### src/rtl/crc_fd_pkg.sv
package crc_fd_pkg;

   localparam int C15_W = 15;
   localparam int F17_W = 17;
   localparam int F21_W = 21;
   localparam int MAX_W = 21;
   localparam int LEN_W = $clog2(MAX_W + 1);

   localparam logic [C15_W-1:0] C15_POLY = 15'h4599;
   localparam logic [F17_W-1:0] F17_POLY = 17'h1685B;
   localparam logic [F21_W-1:0] F21_POLY = 21'h102899;

   typedef enum logic [1:0] {SEL_C15, SEL_F17, SEL_F21} crc_sel_e;

   function automatic logic [6:0] dlc_to_bytes(input logic [3:0] code);
      logic [6:0] n;
      case (code)
         4'd9:    n = 7'd12;
         4'd10:   n = 7'd16;
         4'd11:   n = 7'd20;
         4'd12:   n = 7'd24;
         4'd13:   n = 7'd32;
         4'd14:   n = 7'd48;
         4'd15:   n = 7'd64;
         default: n = {3'b000, code};
      endcase
      return n;
   endfunction

   function automatic crc_sel_e pick_crc(input logic fd, input logic [3:0] code);
      if (!fd)
         return SEL_C15;
      else if (dlc_to_bytes(code) <= 7'd16)
         return SEL_F17;
      else
         return SEL_F21;
   endfunction

endpackage

### src/rtl/crc_fd_lfsr.sv
module crc_fd_lfsr #(
   parameter int           W          = 15,
   parameter logic [W-1:0] POLY       = '0,
   parameter logic [W-1:0] INIT       = '0,
   parameter bit           SKIP_STUFF = 1'b0
) (
   input  logic         clk,
   input  logic         rst_n,
   input  logic         init,
   input  logic         bit_vld,
   input  logic         bit_val,
   input  logic         bit_stuff,
   output logic [W-1:0] crc
);

   if (W < 2) begin : g_bad_width
      $error("crc_fd_lfsr: W must be at least 2");
   end

   logic take;
   logic fb;

   if (SKIP_STUFF) begin : g_skip
      assign take = bit_vld & ~bit_stuff;

      assert_skip_stuff_R2 : assert property (@(posedge clk) disable iff (!rst_n)
         (bit_vld && bit_stuff && !init) |=> $stable(crc));
   end else begin : g_take_all
      assign take = bit_vld;
   end

   assign fb = bit_val ^ crc[W-1];

   always_ff @(posedge clk or negedge rst_n) begin
      if (!rst_n)
         crc <= INIT;
      else if (init)
         crc <= INIT;
      else if (take)
         crc <= {crc[W-2:0], 1'b0} ^ (fb ? POLY : '0);
   end

endmodule

### src/rtl/crc_fd_serializer.sv
module crc_fd_serializer
   import crc_fd_pkg::*;
#(
   parameter int STUFF_EVERY = 4
) (
   input  logic             clk,
   input  logic             rst_n,
   input  logic             start,
   input  logic             fd,
   input  logic [3:0]       dlc,
   input  logic [C15_W-1:0] c15,
   input  logic [F17_W-1:0] c17,
   input  logic [F21_W-1:0] c21,
   input  logic             last_bit,
   input  logic             rx_bit,
   output logic             tx_vld,
   output logic             tx_bit,
   output logic             tx_stuff,
   output logic             done,
   output logic             ok
);

   localparam int GW = (STUFF_EVERY > 1) ? $clog2(STUFF_EVERY) : 1;

   if (STUFF_EVERY < 2 || STUFF_EVERY > 8) begin : g_bad_group
      $error("crc_fd_serializer: STUFF_EVERY out of range");
   end

   logic             busy_q;
   logic             fd_q;
   logic [MAX_W-1:0] hold_q;
   logic [LEN_W-1:0] len_q;
   logic [LEN_W-1:0] cnt_q;
   logic [GW-1:0]    grp_q;
   logic             pend_q;
   logic             prev_q;
   logic             miss_q;

   crc_sel_e         sel;
   logic [MAX_W-1:0] sel_val;
   logic [LEN_W-1:0] sel_len;
   logic [LEN_W-1:0] cur_idx;
   logic             cur_bit;
   logic             last_slot;
   logic             grp_wrap;

   always_comb begin
      sel = pick_crc(fd, dlc);
      case (sel)
         SEL_F17: begin
            sel_val = {{(MAX_W-F17_W){1'b0}}, c17};
            sel_len = LEN_W'(F17_W);
         end
         SEL_F21: begin
            sel_val = c21;
            sel_len = LEN_W'(F21_W);
         end
         default: begin
            sel_val = {{(MAX_W-C15_W){1'b0}}, c15};
            sel_len = LEN_W'(C15_W);
         end
      endcase
      cur_idx   = len_q - LEN_W'(1) - cnt_q;
      cur_bit   = hold_q[cur_idx];
      last_slot = (cnt_q == len_q - LEN_W'(1));
      grp_wrap  = (grp_q == GW'(STUFF_EVERY - 1));
   end

   always_ff @(posedge clk or negedge rst_n) begin
      if (!rst_n) begin
         busy_q   <= 1'b0;
         fd_q     <= 1'b0;
         hold_q   <= '0;
         len_q    <= '0;
         cnt_q    <= '0;
         grp_q    <= '0;
         pend_q   <= 1'b0;
         prev_q   <= 1'b1;
         miss_q   <= 1'b0;
         tx_vld   <= 1'b0;
         tx_bit   <= 1'b0;
         tx_stuff <= 1'b0;
         done     <= 1'b0;
         ok       <= 1'b0;
      end else if (!busy_q) begin
         tx_vld   <= 1'b0;
         tx_bit   <= 1'b0;
         tx_stuff <= 1'b0;
         done     <= 1'b0;
         if (start) begin
            busy_q <= 1'b1;
            fd_q   <= fd;
            hold_q <= sel_val;
            len_q  <= sel_len;
            cnt_q  <= '0;
            grp_q  <= '0;
            pend_q <= fd;
            prev_q <= last_bit;
            miss_q <= 1'b0;
            ok     <= 1'b0;
         end
      end else begin
         tx_vld <= 1'b1;
         if (pend_q) begin
            tx_bit   <= ~prev_q;
            tx_stuff <= 1'b1;
            prev_q   <= ~prev_q;
            pend_q   <= 1'b0;
            done     <= 1'b0;
         end else begin
            tx_bit   <= cur_bit;
            tx_stuff <= 1'b0;
            prev_q   <= cur_bit;
            if (last_slot) begin
               busy_q <= 1'b0;
               done   <= 1'b1;
               ok     <= ~(miss_q | (rx_bit ^ cur_bit));
            end else begin
               done   <= 1'b0;
               miss_q <= miss_q | (rx_bit ^ cur_bit);
               cnt_q  <= cnt_q + LEN_W'(1);
               grp_q  <= grp_wrap ? '0 : grp_q + GW'(1);
               pend_q <= fd_q & grp_wrap;
            end
         end
      end
   end

   assert_done_in_slot_R6 : assert property (@(posedge clk) disable iff (!rst_n)
      done |-> (tx_vld && !tx_stuff));

   assert_done_single_R6 : assert property (@(posedge clk) disable iff (!rst_n)
      done |=> (!done && !tx_vld));

   assert_classic_no_stuff_R4 : assert property (@(posedge clk) disable iff (!rst_n)
      (tx_vld && !fd_q) |-> !tx_stuff);

   assert_stuff_inverts_R5 : assert property (@(posedge clk) disable iff (!rst_n)
      (tx_vld && tx_stuff && $past(tx_vld)) |-> (tx_bit != $past(tx_bit)));

   assert_stuff_isolated_R5 : assert property (@(posedge clk) disable iff (!rst_n)
      (tx_vld && tx_stuff) |=> !tx_stuff);

endmodule

### src/rtl/crc_fd_unit.sv
module crc_fd_unit
   import crc_fd_pkg::*;
#(
   parameter logic [F17_W-1:0] F17_INIT    = 17'h10000,
   parameter logic [F21_W-1:0] F21_INIT    = 21'h100000,
   parameter int               STUFF_EVERY = 4
) (
   input  logic       clk,
   input  logic       rst_n,
   input  logic       frame_init,
   input  logic       bit_vld,
   input  logic       bit_val,
   input  logic       bit_stuff,
   input  logic       fd_frame,
   input  logic [3:0] dlc,
   input  logic       crc_start,
   input  logic       rx_bit,
   output logic       tx_vld,
   output logic       tx_bit,
   output logic       tx_stuff,
   output logic       crc_done,
   output logic       crc_ok
);

   logic [C15_W-1:0] c15;
   logic [F17_W-1:0] c17;
   logic [F21_W-1:0] c21;
   logic             last_bit_q;

   crc_fd_lfsr #(.W(C15_W), .POLY(C15_POLY), .INIT('0), .SKIP_STUFF(1'b1)) u_c15 (
      .clk(clk), .rst_n(rst_n), .init(frame_init), .bit_vld(bit_vld),
      .bit_val(bit_val), .bit_stuff(bit_stuff), .crc(c15));

   crc_fd_lfsr #(.W(F17_W), .POLY(F17_POLY), .INIT(F17_INIT), .SKIP_STUFF(1'b0)) u_f17 (
      .clk(clk), .rst_n(rst_n), .init(frame_init), .bit_vld(bit_vld),
      .bit_val(bit_val), .bit_stuff(bit_stuff), .crc(c17));

   crc_fd_lfsr #(.W(F21_W), .POLY(F21_POLY), .INIT(F21_INIT), .SKIP_STUFF(1'b0)) u_f21 (
      .clk(clk), .rst_n(rst_n), .init(frame_init), .bit_vld(bit_vld),
      .bit_val(bit_val), .bit_stuff(bit_stuff), .crc(c21));

   always_ff @(posedge clk or negedge rst_n) begin
      if (!rst_n)
         last_bit_q <= 1'b1;
      else if (bit_vld)
         last_bit_q <= bit_val;
   end

   crc_fd_serializer #(.STUFF_EVERY(STUFF_EVERY)) u_ser (
      .clk(clk), .rst_n(rst_n), .start(crc_start), .fd(fd_frame), .dlc(dlc),
      .c15(c15), .c17(c17), .c21(c21), .last_bit(last_bit_q), .rx_bit(rx_bit),
      .tx_vld(tx_vld), .tx_bit(tx_bit), .tx_stuff(tx_stuff),
      .done(crc_done), .ok(crc_ok));

   assert_reset_quiet_R8 : assert property (@(posedge clk)
      !rst_n |=> (!tx_vld || rst_n));

endmodule

### config.mk
export PLATFORM = sky130hd
export DESIGN_NAME = crc_fd_unit
export DESIGN_NICKNAME = d
export VERILOG_FILES = /design/src/rtl/crc_fd_pkg.sv /design/src/rtl/crc_fd_lfsr.sv /design/src/rtl/crc_fd_serializer.sv /design/src/rtl/crc_fd_unit.sv
export SDC_FILE = /design/constraint.sdc
export NUM_CORES = 1
export LEC_CHECK = 0
export BUFFER_PORTS_ARGS = -buffer_cell sky130_fd_sc_hd__buf_2
export CAP_MARGIN = 5
export CORE_MARGIN = 5
export CORE_UTILIZATION = 62
export CTS_CLUSTER_SIZE = 20
export DETAILED_ROUTE_END_ITERATION = 7
export GPL_ROUTABILITY_DRIVEN = 0
export PLACE_DENSITY = 0.8
export SYNTH_ARGS = -nofsm -noshare
export SYNTH_HDL_FRONTEND = slang
export SYNTH_SLANG_ARGS = --single-unit
### constraint.sdc
create_clock -name clk -period 2.9 [get_ports clk]
set_input_delay 0.58 -clock clk [delete_from_list [all_inputs] [get_ports clk]]
set_output_delay 0.58 -clock clk [all_outputs]
set_load 0.02 [all_outputs]
* Word-level counts from Yosys, hierarchy flattened
Cells that the tools add are included.
W data, S select, Z words.
** Storage, ports and cells
- Register bits after elaboration :: 97
- Logic and storage cells :: 109
** Operators by class
- $add $sub $neg :: 4
- Order comparisons :: 2
- Equality and inequality tests :: 14
- Muxes and demuxes :: 51
- Bitwise gates (word level) :: 14
- Reduce and logical (&&, ||, !) cells :: 6
** Operator list (count)
- $mux W21 :: 3
- $mux W17 :: 3
- $pmux W7 S7 :: 1
- $mux W15 :: 3
- $pmux W21 S2 :: 1
- $eq A4 B4 Y1 const B :: 7
- $mux W1 :: 26
- $xor A21 B21 Y21 :: 1
- $mux W5 :: 4
- $xor A17 B17 Y17 :: 1
- $xor A15 B15 Y15 :: 1
- $mux W2 :: 7
- $pmux W5 S2 :: 1
- $le A7 B5 Y1 const B :: 1
- $mux W7 :: 1
- $lt A5 B6 Y1 const B :: 1
- $ne A2 B2 Y1 const B :: 3
- $reduce_and A3 Y1 :: 2
- $reduce_bool A2 Y1 :: 3
- $add A5 B1 Y5 const B :: 1
- $bmux W1 S5 :: 1
- $eq A5 B5 Y1 :: 1
- $sub A5 B1 Y5 const B :: 1
- $sub A5 B5 Y5 :: 1
- other kinds (8) :: 16

* Longest topological paths before layout
Gate-level depths: netlist (run 1).
- Depth in word-level cells :: 10
- Mapped depth :: 11
- Mapped depth without buffers :: 11

* Hierarchy
Synthesis (run 1) repeated with hierarchy kept, for this count alone.
** Second synthesis, totals
- Cell total of the unflattened synthesis :: 475
- Area, all modules :: 4939.7 sq um
** By module, submodules not included
- crc_fd_serializer :: times used 1, cells each 268, area an instance 2499.9 sq um
- crc_fd_lfsr (u_f21) :: times used 1, cells each 84, area an instance 952.2 sq um
- crc_fd_lfsr (u_f17) :: times used 1, cells each 77, area an instance 830.8 sq um
- crc_fd_lfsr (u_c15) :: times used 1, cells each 44, area an instance 615.6 sq um
- crc_fd_unit :: times used 1, cells each 2, area an instance 41.3 sq um

* Worst setup path before layout (run 1)
OpenSTA, ideal clock, no wires.
- Kind :: reg2reg
- Start point :: reg u_ser.len_q[3]
- End point :: reg u_ser.tx_bit
- Setup time :: 120 ps
- Data arrival time :: 2461 ps
- Required time :: 2780 ps
- Setup slack :: 319 ps
- Stages on the path, launching flop included :: 11
- Buffers on the path :: 1
- Clock period less this slack :: 2581 ps
- Cells stage by stage :: dfrtp_1 > inv_1 > ha_1 > fa_1 > buf_4 > mux4_2 > mux2_2 > nand3_1 > nor2_1 > a211o_1 > and3_1
** On the way
- Cells in the longest elaborated chain, start to end :: 6
** Ends and longest elaborated chain
- from (decl) :: line crc_fd_serializer.sv:32 : logic [LEN_W-1:0] len_q;
- from (signal assigned) :: line crc_fd_serializer.sv:94 : len_q <= sel_len;
- $sub A5 B1 Y5 :: line crc_fd_serializer.sv:63 : cur_idx = len_q - LEN_W'(1) - cnt_q;
- $sub A5 B5 Y5 :: line crc_fd_serializer.sv:63
- $bmux W1 S5 :: line crc_fd_serializer.sv:64 : cur_bit = hold_q[cur_idx];
- $mux W1 (not written as such) :: line crc_fd_serializer.sv:64
- $mux W1 :: line crc_fd_serializer.sv:104 : if (pend_q) begin
- $mux W1 :: line crc_fd_serializer.sv:85 : end else if (!busy_q) begin
- to (signal assigned) :: line crc_fd_serializer.sv:105 : tx_bit <= ~prev_q;
- to (signal assigned) :: line crc_fd_serializer.sv:111 : tx_bit <= cur_bit;
- to (decl) :: line crc_fd_serializer.sv:17 : output logic tx_bit,
No other way between the ends. The select of a mux whose other input is x is not followed.
A chain may end at the register's enable or synchronous reset.

* Final worst setup path (run 1)
- Start point :: reg u_ser.len_q[0]
- End point :: reg u_ser.tx_bit
The elaborated chain is that of the path after synthesis.

==> summary.txt, run 1 <==
I/O pin total: 18
Clock Tree Root: clkbuf_8
first-pass GRT wire length: 16.74 mm
Compound-Gate Fraction of Synth Area: 10.91%
CORE AREA: 0.007331 sq mm
Port Buffer Count: 17
fraction of the cycle the final worst path needs: 96.12%
htree depth: 3
Avg Inst Size Synth: 9.710 sq um
max-cap violation count: 0
post-route setup slack: 0.1126 ns
post-synthesis register bit count: 96
Yosys top cell area share: 48.59%
1st-iter DRT viols: 196
clock tree from TritonCTS: built
mux share of post-synthesis cell area: 11.22%
status: finished, final reports clean
Clk pwr share: 22.6%
worst slew pin tran: 0.9187 ns
dpl hpwl: 6.742 mm
total number of vias: 3,477
register share of total power: 41.2%
drt first pass iters: 4
Comb pwr share: 36.2%
Peak supply drop: 402.7 uV
Core Util, Final: 70.52%
ant diodes: 0
layout cells sized above 1: 12.60%
Post-DP Area: 0.004941 sq mm
row count: 31
top post-synthesis cells by count: nand2_1, dfrtp_1, nor2_1
Die H: 97.42 um
Synth Area in Simple Gates: 15.18%
kind of critical path: reg -> reg
gr usage total: 21.70%
drc violations: 0
largest family of logic cells by synthesized area: simple AND/OR/NAND/NOR gates
sequential area share after synthesis: 50.81%
headroom to the max-slew limit: 38.76%
CTS buffer count: 9
RSZ-0062 raised after global routing: false
Post-synth EDFFs: 0
PostCTS Resize Cnt: 0
clock sink count: 96
Place WS: 0.1401 ns
Routed WL per cell: 16.12 um
WP data arrival: 3.05 ns
fin area: 0.005170 sq mm
switch share: 35.16%
final setup vio count: 0
# hold bufs at CTS: 0
antenna-violating nets left: 0
clock tree buffer depth: 2
P_int: 2808 uW
Synth Area in Adders: 2.271%
worst reg2reg path depth: 9
ys async rst share: 100.0%
Worst Setup End Kind: flip-flop
CTS clk-pin slew, worst paths: 0.09 ns
Pwr Density: 837.7 mW/mm^2
GRT overflow: 0
Layout area overhead: 9.110%
top_reg_cell synth: dfrtp_1
Die ar.: 0.009491 sq mm
Final Skew: 0.008017 ns
CP Max Fanout: 5
P_sw: 1523 uW
post-synthesis xor/xnor area fraction: 6.417%
Synth cell types: 47
Yosys top cell by area: dfrtp_1
Initial Utilization: 64.64%
largest net degree at the start of global routing: 55
number of vias per cell: 5.728
final worst path period need: 2.787 ns
initial antenna violation count: 0
post-CTS setup buffer count: 0
LEAKAGE: 0.002435 uW
vias in the first global route: 3,508
post-synthesis cell count: 488
WP data required: 3.16 ns
CP startpoint kind: flip-flop
final wirelength: 9.787 mm
fin nets: 524
Max Slew Vio Count: 0
worst min-delay path class: in -> async
top-count cell post-synth: nand2_1
die width: 97.42 um
Setup TNS: 0 ns
Synth Cell Area: 0.004738 sq mm
Synthesis Warnings: 0
max frequency: 358.8 MHz
Final Hold Viols: 0
clk_lat worst skew: 0.36 ns
top cells by area, synth: dfrtp_1, mux2i_1, nand2_1
Syn Nets: 509
## power groups by stage
| stage | clock (uW) | combinational, uW | sequential [uW] |
|---|---|---|---|
| 3_3_place_gp | 0 | 1490 | 1800 |
| 5_1_grt | 1060 | 1750 | 1810 |
| 6_report | 979 | 1570 | 1790 |
| 3_5_place_dp | 0 | 1560 | 1810 |
| 4_1_cts | 994 | 1570 | 1790 |
| 2_1_floorplan | 0 | 1220 | 1770 |
## placed cells by master, fill, tap and decap left out, drive strengths merged, types with 2 or more instances in the layout
cell type	netlist	layout
a211oi	2	2
a21oi	49	49
and3	3	3
buf	9	31
bufinv	0	2
clkbuf	18	10
clkinv	0	3
dfrtp	92	92
dfstp	4	4
ha	7	7
inv	10	11
mux2	3	3
mux2i	40	40
mux4	4	4
nand2	100	100
nand2b	2	2
nand3	2	2
nand4	3	3
nor2	50	50
nor2b	3	3
nor3	4	4
o21a	2	2
o21ai	28	28
o21bai	2	2
or3	5	5
xnor2	22	22
xor2	11	11
## path summary, 6_finish.rpt
path / start / endpoint / slack [ns]
max in group asynchronous: rst_n / u_f17.crc[8] / 1.87
max reg2reg: u_ser.len_q[0] / u_ser.tx_bit / 0.11
max: u_ser.len_q[0] / u_ser.tx_bit / 0.11
min in group clk: u_ser.hold_q[3] / u_ser.hold_q[3] / 0.48
min reg2reg: u_ser.hold_q[3] / u_ser.hold_q[3] / 0.48
min: rst_n / u_ser.busy_q / 0.25
## area by class of cell
class                   count  area [sq um]
repair buffers             31         192.7
flip-flops and latches     96          2407
well taps                  99         123.9
clock inverters             6         91.34
clock buffers              10         137.6
inverters                  10         37.54
fillers                   506          2161
multi-input cells         355          2180
## kinds of logic after synthesis
family                     count (synthesis)
adders and majority gates                  8
DFF                                       96
and+or+nand+nor                          174
muxes                                     47
buffers and inverters                     37
xor gates and xnor gates                  33
AOI/OAI and AO/OA                         93
## registers in the layout (all words and copies together) (netlist names), 2 cells and up
name,cells
u_ser.len_q,4
u_ser.cnt_q,5
u_c15.crc,15
u_ser.grp_q,2
u_f17.crc,17
u_ser.hold_q,21
u_f21.crc,21
## metal layers
metal / GRT usage [%] / wire [um] / share of wire [%] / vias to the layer above
met5: 0 / 0 / 0 / -
met4: 9.159 / 235 / 2.4 / 0
met3: 4.092 / 374 / 3.8 / 20
met2: 34.74 / 4774 / 49 / 75
met1: 29.07 / 4402 / 45 / 1720
li1: - / - / - / 1662
## per-stage QoR
step	std cells	total power, uW	hold WS [ns]
2_1_floorplan	488	2987	0.2844
3_3_place_gp	591	3282	0.4593
3_5_place_dp	591	3365	0.4689
4_1_cts	607	4353	0.2608
5_1_grt	607	4617	0.2901
6_report	607	4331	0.2525
## worst max-delay path: stages (launching register included)
cell and delay [ns]:
dfrtp_1 0.39, inv_1 0.07, ha_1 0.33, fa_1 0.67, mux4_2 0.34, mux2_2 0.27
nand3_1 0.12, nor2_1 0.05, a211o_1 0.29, and3_1 0.16
(Power assumes the default switching activity.)
==> run 2, diff against run 1 <==
CORE_UTILIZATION = 40   (was 62)
PLACE_DENSITY = not set   (was 0.8)
==> summary.txt, run 2 (same netlist as run 1, synthesis figures left out) <==
initial antenna violation count: 0
Largest regs: u_f21.crc x21, u_ser.hold_q x21, u_f17.crc x17
status: finished, final reports clean
Setup TNS: 0 ns
Worst R2R End: u_ser.tx_bit
clk_lat worst skew: 0.35 ns
final setup vio count: 0
ant diodes: 0
FF-to-FF setup slack: 0.14 ns
Fin Hold WS: 0.2689 ns
Peak supply drop: 306.2 uV
first-pass GRT wire length: 17.13 mm
CTS clk-pin slew, worst paths: 0.06 ns
clock sink count: 96
I/O pin total: 18
number of vias per cell: 5.156
CORE AREA: 0.01152 sq mm
WP data required: 3.13 ns
fraction of the cycle the final worst path needs: 95.26%
max-cap violation count: 0
GRT overflow: 0
dpl hpwl: 6.971 mm
max frequency: 362.0 MHz
Worst Setup End Kind: flip-flop
final wirelength: 10.01 mm
Clock Tree Root: clkbuf_16
worst reg2reg path depth: 9
post-CTS setup buffer count: 0
antenna-violating nets left: 0
CP startpoint kind: flip-flop
most common cell after layout, fill and taps aside: nand2_1
total number of vias: 3,331
final worst path period need: 2.762 ns
Layout area overhead: 10.93%
headroom to the max-slew limit: 34.92%
CTS buffer count: 9
GR Util met1: 20.68%
htree depth: 3
Port Buffer Count: 17
Final Hold Viols: 0
met2 Usage GRT: 23.59%
WP data arrival: 2.99 ns
kind of critical path: reg -> reg
die width: 118.8 um
Pwr Density: 859.0 mW/mm^2
Die H: 118.8 um
fin area: 0.005256 sq mm
largest net degree at the start of global routing: 54
gr usage total: 15.05%
gr busiest metal: met2
Final Skew: 0.006798 ns
RR Startpoint: u_ser.len_q[0]
critical path capture point: u_ser.tx_bit
CP startpoint: u_ser.len_q[0]
Initial Utilization: 41.15%
RSZ-0062 raised after global routing: false
vias in the first global route: 3,330
Post-DP Area: 0.004966 sq mm
Die ar.: 0.01412 sq mm
drc violations: 0
clock tree buffer depth: 2
commonest cells after routing, fill and taps aside: nand2_1, dfrtp_1, nor2_1, a21oi_1, mux2i_1
Max Slew Vio Count: 0
LEAKAGE: 0.002443 uW
layout cells sized above 1: 11.73%
row count: 39
fin nets: 520
drt first pass iters: 4
CP Max Fanout: 5
Routed WL per cell: 15.50 um
worst min-delay path class: in -> async
1st-iter DRT viols: 223
met3 usage: 4.408%
worst slew pin tran: 0.9741 ns
clock tree from TritonCTS: built
[run 2: changes by cell type in the layout (fill, tap and decap cells not counted), sizes merged]
cell,previous run,this run
bufinv,2,1
clkbuf,10,11
inv,11,10
buf,31,27
[run 2: worst min path at each step]
| stage | start | to | slack, ns | cells past startpoint |
|---|---|---|---|---|
| after floorplan | rst_n | u_c15.crc[0] | 0.28 | 0 |
| after global placement | u_ser.hold_q[0] | u_ser.hold_q[0] | 0.46 | 2 |
| after detailed placement | u_ser.fd_q | u_ser.fd_q | 0.46 | 2 |
| after CTS | rst_n | u_f17.crc[13] | 0.30 | 1 |
| after global routing | rst_n | u_f21.crc[17] | 0.33 | 1 |
| final | rst_n | u_f21.crc[17] | 0.27 | 1 |
[run 2: stage by stage]
stage / power (uW) / setup WS, ns / util, % / instances
final: 4515 / 0.1375 / 45.64 / 646
after global routing: 4838 / 0.01831 / 45.64 / 646
after CTS: 4554 / 0.08760 / 45.62 / 646
after detailed placement: 3362 / 0.1061 / 43.12 / 631
after global placement: 3308 / 0.1992 / 43.12 / 631
after floorplan: 2987 / 0.3194 / - / 488
[run 2: what timing repair did]
item | in CTS | in global routing
resized for setup | 0 | 1
setup endpoints to repair | 0 | 3
hold buffers | 0 | 0
[run 2: report_power, final]
part	leakage (uW)	internal, uW	switching, uW
logic	0.00103	713	859
registers	0.00126	1590	182
clock network	0.000145	683	487
total	0.00244	2990	1530
[run 2: metal layers]
metal	routed length, um	up-vias
met5	0	-
met1	4811	1633
met3	317	8
li1	-	1658
met2	4783	32
met4	101	0
[run 2: area by class of cell]
type	count	area [sq um]
Inverter	10	37.54
Clock inverter	4	45.04
Clock buffer	11	242.7
Multi-Input combinational cell	355	2182
Timing Repair Buffer	27	162.7
Sequential cell	96	2407
Tap cell	143	178.9
Fill cell	1129	6260
[run 2: worst max-delay path, stage by stage (launching register included)]
cell and delay (ns):
dfrtp_1 0.38, inv_1 0.07, ha_1 0.33, fa_2 0.61, mux4_2 0.32, mux2_2 0.29, nand3_1 0.13, nor2_1 0.05
a211o_1 0.30, and3_1 0.17
